**src/rtl/msum_check_unit.sv**
```systemverilog
module msum_check_unit #(
  parameter int N_IN   = 16,
  parameter int W_IN   = 6,
  parameter int W_MAG  = 4,
  parameter int OFFSET = 1
) (
  input  logic                      clk,
  input  logic                      rst_n,
  input  logic                      in_valid,
  input  logic [N_IN-1:0]           in_en,
  input  logic [N_IN-1:0]           in_sign,
  input  logic [N_IN*W_IN-1:0]      in_mag,
  output logic                      out_valid,
  output logic [W_MAG-1:0]          out_min1,
  output logic [W_MAG-1:0]          out_min2,
  output logic [$clog2(N_IN)-1:0]   out_idx,
  output logic [N_IN-1:0]           out_edge_sign,
  output logic                      out_parity,
  output logic [N_IN-1:0]           out_msg_sign,
  output logic [N_IN*W_MAG-1:0]     out_msg_mag
);
  localparam int HALF = N_IN / 2;
  localparam int HW   = (HALF > 1) ? $clog2(HALF) : 1;
  localparam int IW   = $clog2(N_IN);
  localparam logic [W_MAG-1:0] MAXV = '1;

  function automatic logic [W_MAG-1:0] sub_off(input logic [W_MAG-1:0] x);
    return (x > W_MAG'(OFFSET)) ? x - W_MAG'(OFFSET) : '0;
  endfunction

  // input conditioning: saturate, mask disabled slots
  logic [W_MAG-1:0] sat [N_IN];
  logic [N_IN-1:0]  sgn;
  assign sgn = in_sign & in_en;

  for (genvar gi = 0; gi < N_IN; gi++) begin : g_sat
    wire [W_IN-1:0] raw = in_mag[gi*W_IN +: W_IN];
    assign sat[gi] = !in_en[gi]            ? MAXV :
                     (raw > W_IN'(MAXV))   ? MAXV : raw[W_MAG-1:0];
  end

  // stage 1: two half searches, lowest index wins ties
  for (genvar gh = 0; gh < 2; gh++) begin : g_half
    logic [W_MAG-1:0] m1, m2;
    logic [HW-1:0]    ix;
    always_comb begin
      m1 = MAXV;
      m2 = MAXV;
      ix = '0;
      for (int j = 0; j < HALF; j++) begin
        if (sat[gh*HALF+j] < m1) begin
          m2 = m1;
          m1 = sat[gh*HALF+j];
          ix = HW'(j);
        end else if (sat[gh*HALF+j] < m2) begin
          m2 = sat[gh*HALF+j];
        end
      end
    end
  end

  logic             s1_valid, s1_par;
  logic [N_IN-1:0]  s1_sgn;
  logic [W_MAG-1:0] s1_a_m1, s1_a_m2, s1_b_m1, s1_b_m2;
  logic [HW-1:0]    s1_a_ix, s1_b_ix;

  always_ff @(posedge clk) begin
    if (!rst_n) begin
      s1_valid <= 1'b0;
      s1_par   <= 1'b0;
      s1_sgn   <= '0;
      s1_a_m1  <= '0;
      s1_a_m2  <= '0;
      s1_b_m1  <= '0;
      s1_b_m2  <= '0;
      s1_a_ix  <= '0;
      s1_b_ix  <= '0;
    end else begin
      s1_valid <= in_valid;
      s1_par   <= ^sgn;
      s1_sgn   <= sgn;
      s1_a_m1  <= g_half[0].m1;
      s1_a_m2  <= g_half[0].m2;
      s1_a_ix  <= g_half[0].ix;
      s1_b_m1  <= g_half[1].m1;
      s1_b_m2  <= g_half[1].m2;
      s1_b_ix  <= g_half[1].ix;
    end
  end

  // stage 2: merge halves, correct, expand
  logic             b_wins;
  logic [W_MAG-1:0] mg_m1, mg_m2, c1, c2;
  logic [IW-1:0]    mg_ix;
  logic [N_IN*W_MAG-1:0] nx_mag;

  assign b_wins = s1_b_m1 < s1_a_m1;
  assign mg_m1  = b_wins ? s1_b_m1 : s1_a_m1;
  assign mg_ix  = b_wins ? {1'b1, s1_b_ix} : {1'b0, s1_a_ix};
  assign mg_m2  = b_wins ? ((s1_a_m1 < s1_b_m2) ? s1_a_m1 : s1_b_m2)
                         : ((s1_b_m1 < s1_a_m2) ? s1_b_m1 : s1_a_m2);
  assign c1 = sub_off(mg_m1);
  assign c2 = sub_off(mg_m2);

  for (genvar ge = 0; ge < N_IN; ge++) begin : g_exp
    assign nx_mag[ge*W_MAG +: W_MAG] = (mg_ix == IW'(ge)) ? c2 : c1;
  end

  always_ff @(posedge clk) begin
    if (!rst_n) begin
      out_valid     <= 1'b0;
      out_min1      <= '0;
      out_min2      <= '0;
      out_idx       <= '0;
      out_edge_sign <= '0;
      out_parity    <= 1'b0;
      out_msg_sign  <= '0;
      out_msg_mag   <= '0;
    end else begin
      out_valid     <= s1_valid;
      out_min1      <= c1;
      out_min2      <= c2;
      out_idx       <= mg_ix;
      out_edge_sign <= s1_sgn;
      out_parity    <= s1_par;
      out_msg_sign  <= s1_sgn ^ {N_IN{s1_par}};
      out_msg_mag   <= nx_mag;
    end
  end
endmodule


```
**config.mk**
```make
export PLATFORM = sky130hd
export DESIGN_NAME = msum_check_unit
export DESIGN_NICKNAME = d
export VERILOG_FILES = /design/src/rtl/msum_check_unit.sv
export SDC_FILE = /design/constraint.sdc
export NUM_CORES = 1
export LEC_CHECK = 0
export BUFFER_PORTS_ARGS = -buffer_cell sky130_fd_sc_hd__buf_2
export CORE_ASPECT_RATIO = 0.5
export CORE_MARGIN = 5
export CORE_UTILIZATION = 51
export CTS_CLUSTER_DIAMETER = 120
export DETAILED_ROUTE_END_ITERATION = 16
export PLACE_DENSITY = 0.79
export SYNTH_ARGS = -nofsm -noshare
export SYNTH_HDL_FRONTEND = slang
export SYNTH_SLANG_ARGS = --single-unit
```
**constraint.sdc**
```tcl
create_clock -name clk -period 12.88 [get_ports clk]
set_input_delay 2.576 -clock clk [delete_from_list [all_inputs] [get_ports clk]]
set_output_delay 2.576 -clock clk [all_outputs]
set_load 0.03 [all_outputs]
```
Word level (Yosys, flattened, before mapping)
Index checks and enable logic that the tools add are counted.
Widths: inputs -> output; s select.
{"block": "totals", "ff_bits": 150, "input_bits": 131, "out_inout_bits": 110, "elab_cells": 202}
{"block": "op_classes", "n_addsub": 2, "magnitude_cmp": 51, "n_eq_ne": 15, "muxes": 113, "bitwise_logic": 2, "reduce_logical": 2}
{"op": "$mux 4", "n": 99}
{"op": "$lt 4x4->1", "n": 29}
{"op": "$gt 6x4->1 const B", "n": 16}
{"op": "$mux 3", "n": 12}
{"op": "$eq 4x4->1 const B", "n": 8}
{"op": "$and 16x16->16", "n": 1}
{"op": "$eq 4x3->1 const B", "n": 4}
{"op": "$lt 4x4->1 const B", "n": 4}
{"op": "$reduce_xor 16->1", "n": 1}
{"op": "$xor 16x16->16", "n": 1}
{"op": "$eq 4x2->1 const B", "n": 2}
{"op": "$gt 4x1->1 const B", "n": 2}
{"op": "$sub 4x1->4 const B", "n": 2}
{"op": "$eq 4x1->1 const B", "n": 1}
{"op": "$logic_not 4->1", "n": 1}
{"op": "$mux 1", "n": 2}

Logic depth before layout (Yosys ltp)
Gate-level depths: netlist of the first run.
{"block": "depth", "ltp_word": 25, "depth_mapped": 61, "ltp_nobuf": 59}

Least setup slack after synthesis of the first run
Ideal clock, no wire load.
{"block": "synth_path", "path_kind": "in2reg", "from": "input port in_mag[59]", "to": "register s1_b_m2[2]", "setup_ns": 0.135, "t_arrival_ns": 13.094, "required_ns": 12.745, "setup_slack_ns": -0.349, "path_stages": 54, "path_buffers": 2, "cell_sequence": "nor2_1 -> nand2_1 -> nor2_1 -> inv_1 -> ha_1 -> a21oi_1 -> o21ai_0 -> a21oi_2 -> mux2_2 -> ha_1 -> or4_4 -> o21ai_2 -> mux2i_1 -> ha_1 -> a21oi_1 -> o21ai_0 -> or3_1 -> o21ba_2 -> [18 not listed] -> a211oi_1 -> nor2_1 -> ha_1 -> nand2_1 -> o21ai_0 -> o31ai_1 -> a41o_1 -> a22oi_1 -> o41ai_2 -> ha_1 -> a21oi_1 -> inv_1 -> or3_1 -> nor2_1 -> o21ai_0 -> a311oi_1 -> or2_1 -> o311ai_1"}
{"block": "synth_between", "elab_chain_cells": 24, "elab_cells_between_ends": 37, "classes_between": "15 x order compare; 22 x mux"}
{"item": "start, declared", "line": "12", "rtl": "input logic [N_IN*W_IN-1:0] in_mag,"}
{"item": "$gt 6x4->1 *", "line": "39", "rtl": "(raw > W_IN'(MAXV)) ? MAXV : raw[W_MAG-1:0];"}
{"item": "$mux 4 *", "line": "39"}
{"item": "$mux 4 *", "line": "38", "rtl": "assign sat[gi] = !in_en[gi] ? MAXV :"}
{"item": "$lt 4x4->1", "line": "55", "rtl": "end else if (sat[gh*HALF+j] < m2) begin"}
{"item": "$mux 4", "line": "55"}
{"item": "$mux 4", "line": "51", "rtl": "if (sat[gh*HALF+j] < m1) begin"}
{"item": "$lt 4x4->1", "line": "55"}
{"item": "$mux 4", "line": "55"}
{"item": "[8 not listed]"}
{"item": "$mux 4", "line": "55"}
{"item": "$mux 4", "line": "51"}
{"item": "$lt 4x4->1", "line": "55"}
{"item": "$mux 4", "line": "55"}
{"item": "$mux 4", "line": "51"}
{"item": "$lt 4x4->1", "line": "55"}
{"item": "$mux 4", "line": "55"}
{"item": "$mux 4 *", "line": "51"}
{"item": "end signal, assigned", "line": "86", "rtl": "s1_b_m2 <= g_half[1].m2;"}
{"item": "end, declared", "line": "64", "rtl": "logic [W_MAG-1:0] s1_a_m1, s1_a_m2, s1_b_m1, s1_b_m2;"}
Mark *: on every way between the ends. The rest lies on a longest branch, timed or not.
A chain may end at the register's enable or synchronous reset.

Final worst setup path of the first run
{"block": "layout_path", "from": "input port in_mag[5]", "to": "register s1_a_m2[1]"}
{"block": "layout_between", "elab_chain_cells": 25, "elab_cells_between_ends": 37, "classes_between": "15 x order compare; 22 x mux"}
{"item": "$gt 6x4->1 *", "line": "39"}
{"item": "$mux 4 *", "line": "39"}
{"item": "$mux 4 *", "line": "38"}
{"item": "$lt 4x4->1", "line": "51, 55"}
{"item": "$mux 4 *", "line": "51, 55"}
{"item": "$lt 4x4->1", "line": "51"}
{"item": "$mux 4", "line": "51"}
{"item": "$lt 4x4->1", "line": "55"}
{"item": "[9 not listed]"}
{"item": "$mux 4", "line": "55"}
{"item": "$mux 4", "line": "51"}
{"item": "$lt 4x4->1", "line": "55"}
{"item": "$mux 4", "line": "55"}
{"item": "$mux 4", "line": "51"}
{"item": "$lt 4x4->1", "line": "55"}
{"item": "$mux 4", "line": "55"}
{"item": "$mux 4 *", "line": "51"}
{"item": "end signal, assigned", "line": "83", "rtl": "s1_a_m2 <= g_half[0].m2;"}
{"item": "end, declared", "line": "64"}
Marked as above.

==> results.sh, run 1 <==
export IMPL_max_stage_delay_ns=0.50
export IMPL_cts_inserted_buffers=17
export IMPL_post_dp_hpwl_um=26980
export IMPL_ir_worst_vdd_mv=0.1594
export IMPL_hold_buffers=0
export IMPL_synth_top_family_by_area="simple AND/OR/NAND/NOR gates"
export IMPL_critical_path_startpoint_type="primary input"
export IMPL_finalCritPeriodShare_pct=96.97
export IMPL_synth_area_um2=11040
export IMPL_area_growth_pct=32.69
export IMPL_start_util_pct=51.37
export IMPL_syn_nets=1606
export IMPL_routabilityCongestion=0.9805
export IMPL_grt_pass1_wl_um=54530
export IMPL_core_area_um2=21490
export IMPL_relSlewSlack_pct=10.61
export IMPL_portBuffers=240
export IMPL_diodes=0
export IMPL_die_w_um=218.1
export IMPL_io_pins=241
export IMPL_via_per_inst=5.578
export IMPL_finalHoldViolations=0
export IMPL_antenna_found_initial=0
export IMPL_ys_types=106
export IMPL_dr_pass1_iters=5
export IMPL_synth_edff_count=0
export IMPL_hold_end="out_valid"
export IMPL_synth_compound_area_share_pct=20.99
export IMPL_synth_avg_cell_area_um2=8.123
export IMPL_reg2regPathDepth=13
export IMPL_rrSetupSlack_ns=8.42
export IMPL_timing_critical_path_from="in_mag[5]"
export IMPL_power_density_nw_per_um2=212.5
export IMPL_yosys_warnings=0
export IMPL_clk_pin_slew_ns=0.06
export IMPL_cp_top_family="compound AO/OA/AOI/OAI gates"
export IMPL_grt_usage_pct=26.13
export IMPL_synth_xor_area_share_pct=2.539
export IMPL_grt_pass1_vias=11230
export IMPL_cp_end_kind="register"
export IMPL_cp_num_buf_inv=9
export IMPL_worstHoldStart="s1_valid"
export IMPL_tightest_slew_ns=1.332
export IMPL_critPathKind="in2reg"
export IMPL_hold_slack_ns=0.4264
export IMPL_synthCells=1359
export IMPL_crit_arrival_ns=12.82
export IMPL_ys_seq_elements=150
export IMPL_core_rowCount=38
export IMPL_cts_max_level=4
export IMPL_critPathSlowestCell="or3b_2"
export IMPL_multi_input_area_um2=7931
export IMPL_nNetsFinal=1978
export IMPL_crit_fanout=5
export IMPL_drc=0
export IMPL_fp_dieH_um=114.0
export IMPL_grt_max_degree=92
export IMPL_slew_viol_final=0
export IMPL_clock_latency_ns=0.41
export IMPL_placed_area_um2=13490
export IMPL_synth_mux_area_share_pct=7.866
export IMPL_maxCapViolCount=0
export IMPL_wl_per_cell_um=16.91
export IMPL_synth_seq_area_share_pct=27.20
export IMPL_regArea_um2=3003
export IMPL_min_path_cells=1
export IMPL_yosys_area_share_simple_pct=22.99
export IMPL_p_leak_uw=0.006907
export IMPL_fin_skew_ns=0.01013
export IMPL_vias=11400
export IMPL_timing_rr_start="s1_a_m1[1]"
export IMPL_setup_viol=0
export IMPL_numClockSinks=150
export IMPL_async_flop_share_pct=0
export IMPL_clockBufferDepth=2
export IMPL_final_antenna_net_count=0
export IMPL_final_layout_size_suffix_gt1_share_pct=34.98
export IMPL_synth_adder_area_share_pct=13.15
export IMPL_crit_top_cell="buf_4"
export IMPL_die_area_um2=24870
export IMPL_finalWirelength_um=34560
export IMPL_cts_tree="built"
export IMPL_rsz0062_at_grt="true"
export IMPL_cp_required_ns=13.21
export IMPL_finish_instance_area_um2=14650
export IMPL_drtIter0Drc=846
export IMPL_clock_fmax_mhz=80.07
export IMPL_synth_ff_type="dfxtp_1"
export IMPL_r2r_end="out_msg_mag[31]"
export IMPL_holdCritPathClass="reg2reg"
export IMPL_gr_total_overflow=0
export IMPL_status="finished clean"
export IMPL_fillers=1700
export IMPL_fin_crit_ns=12.49
export IMPL_cts_root_buffer="clkbuf_16"
-- flip-flops by register name, indices dropped and copies added, names as in the netlist, 3 cells and up --
| signal | count |
|---|---|
| out_msg_mag | 64 |
| out_min2 | 4 |
| out_edge_sign | 16 |
| out_msg_sign | 16 |
| s1_b_m1 | 4 |
| out_idx | 4 |
| out_min1 | 4 |
| s1_b_ix | 3 |
| s1_b_m2 | 4 |
| s1_a_ix | 3 |
| s1_sgn | 16 |
| s1_a_m2 | 4 |
| s1_a_m1 | 4 |
-- worst max-delay path by stage --
stage | cells after the start | end
2_1_floorplan | 54 | s1_b_m2[2]
3_5_place_dp | 57 | s1_a_m2[1]
5_1_grt | 53 | s1_b_m2[1]
3_3_place_gp | 57 | s1_a_m2[1]
4_1_cts | 57 | s1_a_m2[1]
6_report | 58 | s1_a_m2[1]
-- through the flow --
| step | total power (µW) | worst slack [ns] | util, % | TNS (ns) | std cells |
|---|---|---|---|---|---|
| 2_1_floorplan | 1908 | 0.01774 | - | 0 | 1359 |
| 3_3_place_gp | 2402 | -0.1226 | 62.76 | -0.5319 | 1989 |
| 3_5_place_dp | 2473 | -0.5523 | 62.76 | -5.560 | 1989 |
| 4_1_cts | 2979 | 0.05174 | 65.57 | 0 | 2021 |
| 5_1_grt | 3319 | -0.1005 | 68.16 | -0.3488 | 2044 |
| 6_report | 3113 | 0.3907 | 68.16 | 0 | 2044 |
-- kinds of logic after synthesis --
group | after synthesis
buffers and inverters | 139
multiplexers | 82
flip-flops | 150
XOR/XNOR | 32
AO/OA/AOI/OAI | 327
adder cells (fa/ha/maj) | 116
AND/OR/NAND/NOR | 513
-- area by class of cell --
| type | instances | share of cell area (%) |
|---|---|---|
| tap | 300 | 2.563 |
| sequential | 150 | 20.50 |
| clock inverter | 14 | 1.093 |
| multi-input combinational | 1070 | 54.15 |
| inverter | 93 | 2.392 |
| clock buffer | 18 | 2.930 |
| timing repair buffer | 399 | 16.37 |
-- layout by cell type, fill, tap and decap left out, types with 9 or more instances in the layout --
| cell type | synthesis | final |
|---|---|---|
| buf_2 | 7 | 240 |
| nor2_1 | 229 | 221 |
| buf_4 | 1 | 158 |
| dfxtp_1 | 150 | 150 |
| ha_1 | 116 | 110 |
| inv_1 | 91 | 91 |
| nand2_1 | 81 | 79 |
| a21oi_1 | 89 | 72 |
| mux2i_1 | 50 | 40 |
| nand2b_1 | 38 | 38 |
| o21ai_0 | 48 | 36 |
| nor3_1 | 33 | 32 |
| xnor2_1 | 30 | 30 |
| mux2_2 | 28 | 26 |
| and2_1 | 26 | 26 |
| a21o_1 | 24 | 24 |
| a21oi_2 | 7 | 21 |
| a211oi_1 | 22 | 21 |
| or2_2 | 18 | 17 |
| clkbuf_16 | 0 | 17 |
| o211ai_1 | 15 | 15 |
| o21ai_1 | 3 | 12 |
| mux2i_2 | 3 | 11 |
| nor2_2 | 2 | 9 |
| nor3b_1 | 10 | 9 |
| o21a_1 | 9 | 9 |
-- worst reg2reg max path, cell delays in order (launching register included) --
cell	delay, ns
dfxtp_1	0.38
inv_1	0.08
ha_1	0.29
a21o_1	0.15
a21o_1	0.18
a21oi_2	0.71
mux2i_1	0.26
inv_1	0.32
ha_1	0.22
nor2_1	0.05
nor3b_2	0.71
nand2b_1	0.64
mux2_2	0.29
nor2_1	0.04
-- where the power goes --
part	switching, µW	total [µW]	internal [µW]
registers	67.0	668	601
clock network	211	487	276
logic	1170	1960	790
total	1450	3110	1670
-- metal layers --
metal	track usage (%)	wire, µm
met5	0	0
met4	7.734	736
met3	2.997	1855
met2	46.73	17110
met1	33.51	14850
-- what timing repair did --
item	CTS	global route
pin swaps	1	33
gates resized for setup	4	92
buffers inserted	0	23
endpoints found under the setup margin	3	21
-- cells in the mapped netlist (6+ instances only) --
cell | count | area share [%]
a21oi_1 | 89 | 4.0
o211ai_1 | 15 | 1.0
nand3b_1 | 6 | 0.41
nor3b_1 | 10 | 0.68
a31oi_1 | 10 | 0.57
or2_2 | 18 | 1.0
clkbuf_1 | 29 | 0.99
o211a_1 | 6 | 0.54
a211oi_1 | 22 | 1.5
ha_1 | 116 | 13
xnor2_1 | 30 | 2.4
a21o_1 | 24 | 1.6
o21a_1 | 9 | 0.61
nor4_1 | 6 | 0.34
and2_1 | 26 | 1.5
nand2_1 | 81 | 2.8
o31ai_1 | 9 | 0.61
mux2i_1 | 50 | 4.5
a21oi_2 | 7 | 0.56
o21ai_0 | 48 | 2.2
or3_1 | 6 | 0.34
nand2b_1 | 38 | 2.2
nor2b_1 | 8 | 0.45
dfxtp_1 | 150 | 27
mux2_2 | 28 | 2.9
inv_1 | 91 | 3.1
buf_2 | 7 | 0.32
nor3_1 | 33 | 1.5
nand3_1 | 8 | 0.36
nor2_1 | 229 | 7.8
(Power assumes the default switching activity.)
==> run 2, diff against run 1 <==
- CTS_BUF_LIST: not set -> sky130_fd_sc_hd__clkbuf_8 sky130_fd_sc_hd__clkbuf_16
==> run 2 against run 1 <==
Clock skew is essentially flat. Design area is the same. Combinational power is essentially flat. Utilization is the same. Non-clock buffer count is the same. Sequential power is essentially flat. Setup slack gained 0.0036 ns. Via count is essentially flat. Largest power group unchanged.
==> results.sh, run 2 (synthesized netlist as in run 1, its figures left out) <==
export IMPL_start_util_pct=51.37
export IMPL_cp_required_ns=13.21
export IMPL_die_area_um2=24870
export IMPL_die_w_um=218.1
export IMPL_io_pins=241
export IMPL_drtIter0Drc=841
export IMPL_area_growth_pct=32.69
export IMPL_wl_per_cell_um=16.86
export IMPL_crit_arrival_ns=12.82
export IMPL_power_uw=3108
export IMPL_crit_fanout=5
export IMPL_post_dp_hpwl_um=26980
export IMPL_dp_cells=1989
export IMPL_rsz0062_at_grt="true"
export IMPL_final_antenna_net_count=0
export IMPL_dr_pass1_iters=5
export IMPL_core_rowCount=38
export IMPL_crit_top_cell="buf_4"
export IMPL_critPathSlowestCell="or3b_2"
export IMPL_preCtsSetupSlack_ns=-0.5523
export IMPL_fin_crit_ns=12.49
export IMPL_power_density_nw_per_um2=212.2
export IMPL_setup_viol=0
export IMPL_critical_path_startpoint_type="primary input"
export IMPL_portBuffers=240
export IMPL_relSlewSlack_pct=13.99
export IMPL_finalHoldViolations=0
export IMPL_diodes=0
export IMPL_grt_usage_pct=26.13
export IMPL_maxCapViolCount=0
export IMPL_clockBufferDepth=2
export IMPL_fp_dieH_um=114.0
export IMPL_grt_max_degree=92
export IMPL_cts_root_buffer="clkbuf_16"
export IMPL_via_per_inst=5.575
export IMPL_cp_top_family="compound AO/OA/AOI/OAI gates"
export IMPL_grt_pass1_wl_um=54530
export IMPL_drc=0
export IMPL_numClockSinks=150
export IMPL_clk_pin_slew_ns=0.06
export IMPL_final_layout_size_suffix_gt1_share_pct=34.98
export IMPL_layout_cells_non_filler=2044
export IMPL_largest_reg_flops=64
export IMPL_gr_total_overflow=0
export IMPL_grt_pass1_vias=11230
export IMPL_p_leak_uw=0.006911
export IMPL_critPathKind="in2reg"
export IMPL_cp_num_buf_inv=9
export IMPL_antenna_found_initial=0
export IMPL_fillers=1700
export IMPL_setup_slack_ns=0.3943
export IMPL_slew_viol_final=0
export IMPL_clock_latency_ns=0.41
export IMPL_finalCritPeriodShare_pct=96.94
export IMPL_tightest_slew_ns=1.272
export IMPL_multi_input_area_um2=7931
export IMPL_ir_worst_vdd_mv=0.1594
export IMPL_core_area_um2=21490
export IMPL_setup_tns_final_ns=0
export IMPL_cts_inserted_buffers=17
export IMPL_final_cell_mix="buf_2 (240), nor2_1 (221), buf_4 (158), dfxtp_1 (150), ha_1 (110)"
export IMPL_layout_commonest_cell="buf_2"
export IMPL_holdCritPathClass="reg2reg"
export IMPL_regArea_um2=3003
export IMPL_cts_tree="built"
export IMPL_nNetsFinal=1978
export IMPL_status="finished clean"
export IMPL_routabilityCongestion=0.9805
export IMPL_top_register="out_msg_mag"
export IMPL_clock_fmax_mhz=80.09
export IMPL_fin_skew_ns=0.01013
export IMPL_vias=11400
export IMPL_max_stage_delay_ns=0.50
export IMPL_cts_max_level=4
export IMPL_cp_end_kind="register"
export IMPL_finalWirelength_um=34460
-- run 2: changes by cell type in the layout (fill, tap and decap cells not counted), sizes merged --
cell    before  now
clkbuf      18   17
inv         99  100
-- run 2: final timing paths --
path	slack (ns)	from	end	cells after the start
hold reg to reg	0.43	s1_valid	out_valid	1
setup / recovery	0.39	in_mag[5]	s1_a_m2[1]	58
hold / removal	0.43	s1_valid	out_valid	1
setup reg to reg	8.44	s1_a_m1[1]	out_msg_mag[31]	13
-- run 2: layout make-up --
| cell class | count | share of cell area [%] |
|---|---|---|
| clock buffer | 17 | 2.904 |
| clock inverter | 15 | 1.119 |
| inverter | 93 | 2.392 |
| multi-input combinational | 1070 | 54.15 |
| sequential | 150 | 20.50 |
| tap | 300 | 2.563 |
| timing repair buffer | 399 | 16.37 |
-- run 2: routing by layer --
| metal | global-route usage, % | share of wire (%) |
|---|---|---|
| met1 | 33.51 | 43 |
| met2 | 46.73 | 50 |
| met3 | 2.997 | 5.3 |
| met4 | 7.734 | 2.1 |
| met5 | 0 | 0 |
-- run 2: timing repair --
action                                  in CTS  in global routing
pin swaps                                    1                 33
hold buffers                                 0                  0
gates resized for setup                      4                 92
endpoints found under the setup margin       3                 21
buffers inserted                             0                 23
-- run 2: metrics by stage --
step | hold slack (ns) | utilization, % | area [µm²]
2_1_floorplan | 0.4119 | - | 11120
3_3_place_gp | 0.4152 | 62.76 | 13490
3_5_place_dp | 0.4196 | 62.76 | 13490
4_1_cts | 0.4293 | 65.57 | 14090
5_1_grt | 0.4507 | 68.16 | 14650
6_report | 0.4264 | 68.16 | 14650
-- run 2: power breakdown --
part	total, µW	internal [µW]	leakage, µW	switching, µW
Sequential	668	601	0.00124	67.1
Combinational	1950	790	0.00539	1160
Clock	486	275	0.000284	211
-- run 2: worst reg2reg max path, delay by kind of cell, from the launching register on --
family,cells,cell delay (ns)
flip-flops,1,0.38
multiplexers,2,0.55
AO/OA/AOI/OAI,3,1.04
buffers and inverters,2,0.40
adder cells (fa/ha/maj),2,0.51
AND/OR/NAND/NOR,4,1.42
==> run 3, diff against run 2 <==
- RECOVER_POWER: not set -> 25
==> run 3 against run 2 <==
Fmax about the same. Count of clock-buffer cells in the layout unchanged. Total power about the same. Sequential power about the same. Final cell count unchanged. Combinational power about the same. Setup slack better by 0.0046 ns. First-iteration DRC count up 6.7%. Utilization down 0.26 points. Critical endpoint unchanged.
==> results.sh, run 3 (synthesized netlist as in run 1, its figures left out) <==
export IMPL_ir_worst_vdd_mv=0.1497
export IMPL_drc=0
export IMPL_cts_tree="built"
export IMPL_finalHoldViolations=0
export IMPL_cp_end_kind="register"
export IMPL_largest_reg_flops=64
export IMPL_status="finished clean"
export IMPL_switching_share_pct=46.70
export IMPL_grt_usage_pct=26.13
export IMPL_dr_pass1_iters=5
export IMPL_pwr_share_clk_pct=15.7
export IMPL_gr_total_overflow=0
export IMPL_nNetsFinal=1978
export IMPL_fp_dieH_um=114.0
export IMPL_fin_skew_ns=0.01017
export IMPL_critPathKind="in2reg"
export IMPL_routabilityCongestion=0.9805
export IMPL_placed_area_um2=13490
export IMPL_hold_buffers=0
export IMPL_finalCritPeriodShare_pct=96.90
export IMPL_grt_pass1_vias=11230
export IMPL_rsz0062_at_grt="true"
export IMPL_grt_max_degree=92
export IMPL_critical_path_startpoint_type="primary input"
export IMPL_finish_instance_area_um2=14590
export IMPL_holdCritPathClass="reg2reg"
export IMPL_crit_fanout=5
export IMPL_tightest_slew_ns=1.312
export IMPL_p_sw_uw=1450
export IMPL_preCtsSetupSlack_ns=-0.5523
export IMPL_crit_top_cell="buf_4"
export IMPL_maxCapViolCount=0
export IMPL_cts_max_level=4
export IMPL_final_layout_size_suffix_gt1_share_pct=32.45
export IMPL_layout_commonest_cell="nor2_1"
export IMPL_dp_cells=1989
export IMPL_grt_pass1_wl_um=54530
export IMPL_relSlewSlack_pct=11.93
export IMPL_via_per_inst=5.564
export IMPL_fin_crit_ns=12.48
export IMPL_post_dp_hpwl_um=26980
export IMPL_setup_viol=0
export IMPL_p_leak_uw=0.006737
export IMPL_clock_fmax_mhz=80.12
export IMPL_final_antenna_net_count=0
export IMPL_wl_per_cell_um=16.93
export IMPL_final_cell_mix="nor2_1 (221), buf_2 (196), buf_4 (158), dfxtp_1 (150), ha_1 (110)"
export IMPL_slew_viol_final=0
export IMPL_power_frac_seq_pct=21.6
export IMPL_core_area_um2=21490
export IMPL_clockBufferDepth=2
export IMPL_clock_latency_ns=0.41
export IMPL_core_rowCount=38
export IMPL_antenna_found_initial=0
export IMPL_cts_inserted_buffers=17
export IMPL_start_util_pct=51.37
export IMPL_io_pins=241
export IMPL_finalWirelength_um=34610
export IMPL_diodes=0
export IMPL_layout_cells_non_filler=2044
export IMPL_final_util_pct=67.90
export IMPL_clk_pin_slew_ns=0.06
export IMPL_numClockSinks=150
export IMPL_drtIter0Drc=897
export IMPL_p_int_uw=1655
export IMPL_die_w_um=218.1
export IMPL_crit_arrival_ns=12.81
export IMPL_vias=11370
export IMPL_critPathSlowestCell="or3b_2"
export IMPL_cp_required_ns=13.21
export IMPL_power_frac_comb_pct=62.8
export IMPL_fillers=1728
export IMPL_cts_root_buffer="clkbuf_16"
export IMPL_max_stage_delay_ns=0.49
export IMPL_power_density_nw_per_um2=212.8
export IMPL_setup_slack_ns=0.3989
export IMPL_top_register="out_msg_mag"
export IMPL_portBuffers=240
export IMPL_die_area_um2=24870
export IMPL_area_growth_pct=32.19
-- run 3: cell types whose count changed in the layout (fill, tap and decap cells not counted), sizes merged --
cell    change
clkbuf     +44
buf        -44
-- run 3: path summary, 6_finish.rpt --
check / from / to / slack (ns) / cells after the start
hold / removal: s1_valid / out_valid / 0.43 / 1
setup reg to reg: s1_a_m1[1] / out_msg_mag[31] / 8.42 / 13
setup / recovery: in_mag[5] / s1_a_m2[1] / 0.40 / 58
hold reg to reg: s1_valid / out_valid / 0.43 / 1
-- run 3: final cells by class --
cell class | instances | area (µm²) | area share (%)
Clock buffer | 17 | 425.4 | 2.915
Clock inverter | 15 | 163.9 | 1.123
Inverter | 93 | 350.3 | 2.401
Multi-Input combinational cell | 1070 | 7931 | 54.35
Sequential cell | 150 | 3003 | 20.58
Tap cell | 300 | 375.4 | 2.572
Timing Repair Buffer | 399 | 2344 | 16.06
-- run 3: routing by layer --
layer	wire [µm]	vias to the layer above	global-route usage, %
li1	-	5549	-
met1	15070	5389	33.51
met2	17040	368	46.73
met3	1752	67	2.997
met4	752	0	7.734
met5	0	-	0
-- run 3: stage by stage --
step	setup TNS (ns)	hold slack [ns]	power, µW
2_1_floorplan	0	0.4119	1908
5_1_grt	-0.3488	0.4507	3309
4_1_cts	0	0.4293	2978
3_3_place_gp	-0.5319	0.4152	2402
6_report	0	0.4256	3105
3_5_place_dp	-5.560	0.4196	2473
-- run 3: what timing repair did --
action                                  in CTS  in global routing
endpoints found under the setup margin       3                 21
gates resized for setup                      4                 92
pin swaps                                    1                 33
buffers inserted                             0                 23
-- run 3: power groups by stage --
stage	Clock, µW	Sequential, µW	Combinational [µW]
final	486	670	1950
after global routing	513	682	2110
after CTS	488	668	1820
after detailed placement	0	677	1800
after global placement	0	671	1730
after floorplan	0	866	1040
-- run 3: worst max-delay path, delay by kind of cell --
kind | cells | cell delay (ns)
AO/OA/AOI/OAI | 29 | 4.79
AND/OR/NAND/NOR | 11 | 1.93
adder cells (fa/ha/maj) | 7 | 1.86
buffers and inverters | 9 | 1.19
multiplexers | 2 | 0.47
